<file path="src/rtl/dma_gate_pkg.sv">
package dma_gate_pkg;

  typedef enum logic [1:0] {
    SRC_EXT    = 2'b00,
    SRC_SER_RX = 2'b01,
    SRC_SER_TX = 2'b10,
    SRC_DISK   = 2'b11
  } src_e;

  // control register layout, MSB first: noHs at bit 3, src at 2:1, intEn at 0
  typedef struct packed {
    logic noHs;
    src_e src;
    logic intEn;
  } cfg_t;

  localparam int CFG_W = $bits(cfg_t);

  // strobes from control to datapath
  typedef struct packed {
    logic cancel;
    logic load;
  } strobe_t;

endpackage

</file>
<file path="src/rtl/dma_gate_ctrl.sv">
module dma_gate_ctrl
  import dma_gate_pkg::*;
#(
  parameter int CNT_W  = 8,
  parameter int ADDR_W = 2
) (
  input  logic              clk,
  input  logic              rstN,
  input  logic              regWr,
  input  logic [ADDR_W-1:0] regAddr,
  input  logic [CNT_W-1:0]  regWrData,
  input  logic              wrAccepted,
  input  logic              memWrAck,
  input  logic              bufOn,
  output cfg_t              cfg,
  output logic [CNT_W-1:0]  waitCfg,
  output strobe_t           stb,
  output logic              nextBufIrq,
  output logic [CNT_W-1:0]  regRdData
);

  localparam logic [ADDR_W-1:0] ADDR_CTRL = ADDR_W'(0);
  localparam logic [ADDR_W-1:0] ADDR_WAIT = ADDR_W'(1);

  logic ctrlWrite;
  logic waitWrite;
  logic trigEvt;

  assign ctrlWrite = regWr && (regAddr == ADDR_CTRL);
  assign waitWrite = regWr && (regAddr == ADDR_WAIT);

  always_ff @(posedge clk or negedge rstN) begin
    if (!rstN) begin
      cfg     <= '0;
      waitCfg <= '0;
    end else begin
      if (ctrlWrite) cfg <= cfg_t'(regWrData[CFG_W-1:0]);
      if (waitWrite) waitCfg <= regWrData;
    end
  end

  // trigger source depends on the selected request source
  assign trigEvt = (cfg.src == SRC_EXT) ? memWrAck : wrAccepted;

  always_comb begin
    stb.cancel = ctrlWrite;
    stb.load   = cfg.noHs && trigEvt && !ctrlWrite;
  end

  assign nextBufIrq = cfg.intEn && bufOn;

  always_comb begin
    regRdData = '0;
    if (regAddr == ADDR_CTRL) regRdData = CNT_W'(cfg);
    else if (regAddr == ADDR_WAIT) regRdData = waitCfg;
  end

endmodule

</file>
<file path="src/rtl/dma_gate_path.sv">
module dma_gate_path
  import dma_gate_pkg::*;
#(
  parameter int CNT_W   = 8,
  parameter int N_SRC   = 4
) (
  input  logic             clk,
  input  logic             rstN,
  input  logic [N_SRC-1:0] reqVec,
  input  src_e             srcSel,
  input  logic [CNT_W-1:0] waitCfg,
  input  strobe_t          stb,
  output logic             reqOut,
  output logic             stallActive
);

  localparam logic [CNT_W-1:0] ONE = CNT_W'(1);

  logic [CNT_W-1:0] cntQ;
  logic [CNT_W-1:0] cntD;
  logic             selReq;
  logic             reqD;
  logic [N_SRC-1:0] srcHot;

  // one-hot source decode
  for (genvar gi = 0; gi < N_SRC; gi++) begin : g_src
    assign srcHot[gi] = (srcSel == src_e'(gi)) && reqVec[gi];
  end

  assign selReq = |srcHot;

  always_comb begin
    cntD = cntQ;
    if (stb.cancel)       cntD = '0;
    else if (stb.load)    cntD = waitCfg;
    else if (cntQ != '0)  cntD = cntQ - ONE;
  end

  assign reqD = !stb.cancel && selReq && (cntD == '0);

  always_ff @(posedge clk or negedge rstN) begin
    if (!rstN) begin
      cntQ   <= '0;
      reqOut <= 1'b0;
    end else begin
      cntQ   <= cntD;
      reqOut <= reqD;
    end
  end

  assign stallActive = (cntQ != '0);

endmodule

</file>
<file path="src/rtl/dma_req_gate.sv">
module dma_req_gate
  import dma_gate_pkg::*;
#(
  parameter int CNT_W  = 8,
  parameter int ADDR_W = 2
) (
  input  logic              clk,
  input  logic              rstN,
  input  logic              reqExt,
  input  logic              reqSerRx,
  input  logic              reqSerTx,
  input  logic              reqDisk,
  input  logic              wrAccepted,
  input  logic              memWrAck,
  input  logic              bufOn,
  input  logic              regWr,
  input  logic [ADDR_W-1:0] regAddr,
  input  logic [CNT_W-1:0]  regWrData,
  output logic [CNT_W-1:0]  regRdData,
  output logic              reqOut,
  output logic              stallActive,
  output logic              nextBufIrq
);

  localparam int N_SRC = 4;

  cfg_t             cfg;
  logic [CNT_W-1:0] waitCfg;
  strobe_t          stb;
  logic [N_SRC-1:0] reqVec;

  assign reqVec = {reqDisk, reqSerTx, reqSerRx, reqExt};

  dma_gate_ctrl #(.CNT_W(CNT_W), .ADDR_W(ADDR_W)) uCtrl (
    .clk        (clk),
    .rstN       (rstN),
    .regWr      (regWr),
    .regAddr    (regAddr),
    .regWrData  (regWrData),
    .wrAccepted (wrAccepted),
    .memWrAck   (memWrAck),
    .bufOn      (bufOn),
    .cfg        (cfg),
    .waitCfg    (waitCfg),
    .stb        (stb),
    .nextBufIrq (nextBufIrq),
    .regRdData  (regRdData)
  );

  dma_gate_path #(.CNT_W(CNT_W), .N_SRC(N_SRC)) uPath (
    .clk         (clk),
    .rstN        (rstN),
    .reqVec      (reqVec),
    .srcSel      (cfg.src),
    .waitCfg     (waitCfg),
    .stb         (stb),
    .reqOut      (reqOut),
    .stallActive (stallActive)
  );

endmodule

</file>
<file path="config.mk">
export PLATFORM = sky130hd
export DESIGN_NAME = dma_req_gate
export DESIGN_NICKNAME = d
export VERILOG_FILES = /design/src/rtl/dma_gate_pkg.sv /design/src/rtl/dma_gate_ctrl.sv /design/src/rtl/dma_gate_path.sv /design/src/rtl/dma_req_gate.sv
export SDC_FILE = /design/constraint.sdc
export NUM_CORES = 1
export LEC_CHECK = 0
export CAP_MARGIN = 5
export CELL_PAD_IN_SITES_DETAIL_PLACEMENT = 1
export CELL_PAD_IN_SITES_GLOBAL_PLACEMENT = 2
export CORE_MARGIN = 2
export CORE_UTILIZATION = 35
export DETAILED_ROUTE_END_ITERATION = 10
export DONT_BUFFER_PORTS = 1
export GPL_ROUTABILITY_DRIVEN = 1
export PLACE_DENSITY = 0.72
export RECOVER_POWER = 100
export SETUP_SLACK_MARGIN = 0.05
export SLEW_MARGIN = 40
export SYNTH_ARGS = -nofsm -noshare
export SYNTH_HDL_FRONTEND = slang
export SYNTH_SLANG_ARGS = --single-unit
</file>
<file path="constraint.sdc">
create_clock -name clk -period 2.4 [get_ports clk]
set_input_delay 0 -clock clk [delete_from_list [all_inputs] [get_ports clk]]
set_output_delay 0 -clock clk [all_outputs]
set_load 0.01 [all_outputs]
</file>
==> results.json <==
{
  "status": "finished, final reports clean",
  "seqCellArea_um2": 525.5,
  "placed_cells": 162,
  "finalHoldViolations": 0,
  "period_share": 0.8795,
  "clockRootBuffer": "clkbuf_8",
  "drive_gt1_frac": 0.1450,
  "grt-ovfl-total": 0,
  "vias_per_cell": 5.330,
  "die_y_um": 64.80,
  "core_um2": 3606,
  "setup_viol_count_final": 0,
  "synthCells": 117,
  "track_usage": 0.1577,
  "synth-async-reset-ratio": 1.000,
  "post-synth-top-count-cell": "dfrtp_1",
  "drtAntennaViolNets": 0,
  "max_freq_ghz": 0.4737,
  "multi_input_area_um2": 725.7,
  "worstRegToRegCells": 7,
  "min_path_cells": 1,
  "fp.dieW_um": 64.80,
  "ir_drop_v": 0.0002947,
  "synth.ff_latch_count": 21,
  "start_kind": "flip-flop",
  "wirelength_mm": 2.946,
  "synth_common_cells": "dfrtp_1, nor2_1, mux2_1",
  "grt_start_max_net_pins": 22,
  "crit_path_end_kind": "flip-flop",
  "first_global_vias": 1023,
  "clock_latency_ps": 250,
  "vias": 954,
  "gp_congestion": 0.8533,
  "firstDrtPassIters": 4,
  "synth_area_leaders": "dfrtp_1, mux2_1, nor2_1",
  "synth_ff_type": "dfrtp_1",
  "wl_per_cell_um": 16.46,
  "start_util": 0.3588,
  "p_leak_nw": 0.5994,
  "clkTransAtPathRegs_ps": 70,
  "period_minus_slack_ps": 2111,
  "finalSetupTns_ps": 0,
  "p_per_area_nw_per_um2": 999.1,
  "relSlewSlack": 0.2629,
  "netlist.top_cell.by_area": "dfrtp_1",
  "place_area_um2": 1323,
  "ys_warn_count": 0,
  "layout.nets": 154,
  "maxCapViolations": 0,
  "hpwl_mm": 2.185,
  "fin_area_um2": 1496,
  "die-area_um2": 4199,
  "fin_skew_ps": 0.7951,
  "worst-slew-pin-transition_ps": 1106,
  "antenna_found_initial": 0,
  "clk_path_buf_depth": 2,
  "rsz0062_at_grt": "false",
  "postLayoutCoreUtil": 0.4150,
  "drcViolationCount": 0,
  "crit_type": "reg2reg",
  "drv_slew": 0,
  "drt_iter0_markers": 24,
  "crit_path_max_fanout": 5,
  "yosysTopAreaCellShare": 0.4062,
  "num-fill-cells": 408,
  "synth_edf_count": 0,
  "fin_cells": 179,
  "grt_pass1_wl_mm": 5.009,
  "ys_types": 49,
  "syn_area_um2": 1294,
  "worst_hold_path_type": "in2out",
  "required_ps": 2560,
  "cts_sinks": 21,
  "io_pins": 31,
  "area_delta_synth_final_pct": 15.67,
  "yosysSeqAreaShare": 0.4062,
  "cts_made_buffers": 3,
  "rows": 22,
  "cts_max_level": 1,
  "synthesis.nets": 139,
  "diodes": 0,
  "cts_tree": "built",
  "synth_area_per_cell_um2": 11.06,
  "crit_arrival_ps": 2270,
  "portBuffers": 0
}
==> per-stage QoR <==
| stage | power, W | setup WS [ps] | hold WS (ps) |
|---|---|---|---|
| 2_1_floorplan | 0.001108 | 434.4 | -295.6 |
| 3_3_place_gp | 0.001233 | 206.2 | -295.0 |
| 3_5_place_dp | 0.001245 | 106.4 | -295.0 |
| 4_1_cts | 0.001506 | 105.0 | 49.78 |
| 5_1_grt | 0.001630 | 77.56 | 49.86 |
| 6_report | 0.001495 | 289.1 | 49.02 |
==> power by group <==
part	internal, W	total, W	switching [W]
clock	0.000118	0.000227	0.000109
combinational	0.000321	0.000677	0.000356
sequential	0.000459	0.000591	0.000132
total	0.000898	0.00150	0.000597
==> worst max-delay path: stages (launching register included) <==
cell and delay [ps]:
dfrtp_1 420, inv_1 120, ha_1 210, nor3b_2 280
nand2_1 250, a31oi_1 280, o221ai_1 180, nor4_2 290
==> cells in the final DEF, fill, tap and decap left out, drive strengths merged, types with 2 or more instances in the layout <==
cell type,instances
dfrtp,21
mux2,13
dlygate4sd3,12
nor2,11
and2,6
nand2,5
a21boi,5
o21ai,5
clkbuf,5
a31oi,4
mux2i,4
a21oi,4
inv,3
nor4,3
nor3b,3
nor2b,2
nand3,2
ha,2
or2,2
==> cells by family after synthesis <==
kind of cell | after synthesis | synth area share
and+or+nand+nor | 40 | 0.2099
AOI/OAI and AO/OA | 27 | 0.1499
adders and majority gates | 2 | 0.01934
xor gates and xnor gates | 2 | 0.01354
buffers and inverters | 7 | 0.03674
DFF | 21 | 0.4062
muxes | 18 | 0.1644
==> final timing paths <==
kind	slack [ps]	to	startpoint
min in group asynchronous	470	uCtrl.cfg[1]$_DFFE_PN0N_	rstN
min	50	regRdData[3]	regAddr[1]
min reg2reg	520	uCtrl.waitCfg[3]$_DFFE_PN0P_	uCtrl.waitCfg[3]$_DFFE_PN0P_
max	290	uPath.reqOut$_DFF_PN0_	uPath.cntQ[0]$_DFF_PN0_
max in group asynchronous	1270	uPath.cntQ[3]$_DFF_PN0_	rstN
max reg2reg	290	uPath.reqOut$_DFF_PN0_	uPath.cntQ[0]$_DFF_PN0_
==> sequential cells by signal, summed over array words and instances, names as in the netlist <==
name / flops
uPath.reqOut: 1
uCtrl.cfg: 4
uPath.cntQ: 8
uCtrl.waitCfg: 8
==> layer usage <==
layer / global-route usage / wire length [um] / up-vias
li1: - / - / 456
met1: 0.1927 / 1291 / 476
met2: 0.2784 / 1500 / 20
met3: 0.02604 / 133 / 2
met4: 0.05585 / 20 / 0
met5: 0 / 0 / -
==> layout make-up <==
type                    count  area share
multi-input cells          89      0.4849
flip-flops and latches     21      0.3512
repair buffers             13     0.08278
well taps                  48     0.04013
clock buffers               4     0.03010
inverters                   4     0.01087
==> timing repair <==
action                                  4_1_cts  5_1_grt
buffers inserted                              0        0
hold endpoints to repair                     39       21
gates resized for setup                       0        1
hold buffers                                 12        1
endpoints found under the setup margin        0        1
No activity file was read; power rests on OpenSTA's default activity.
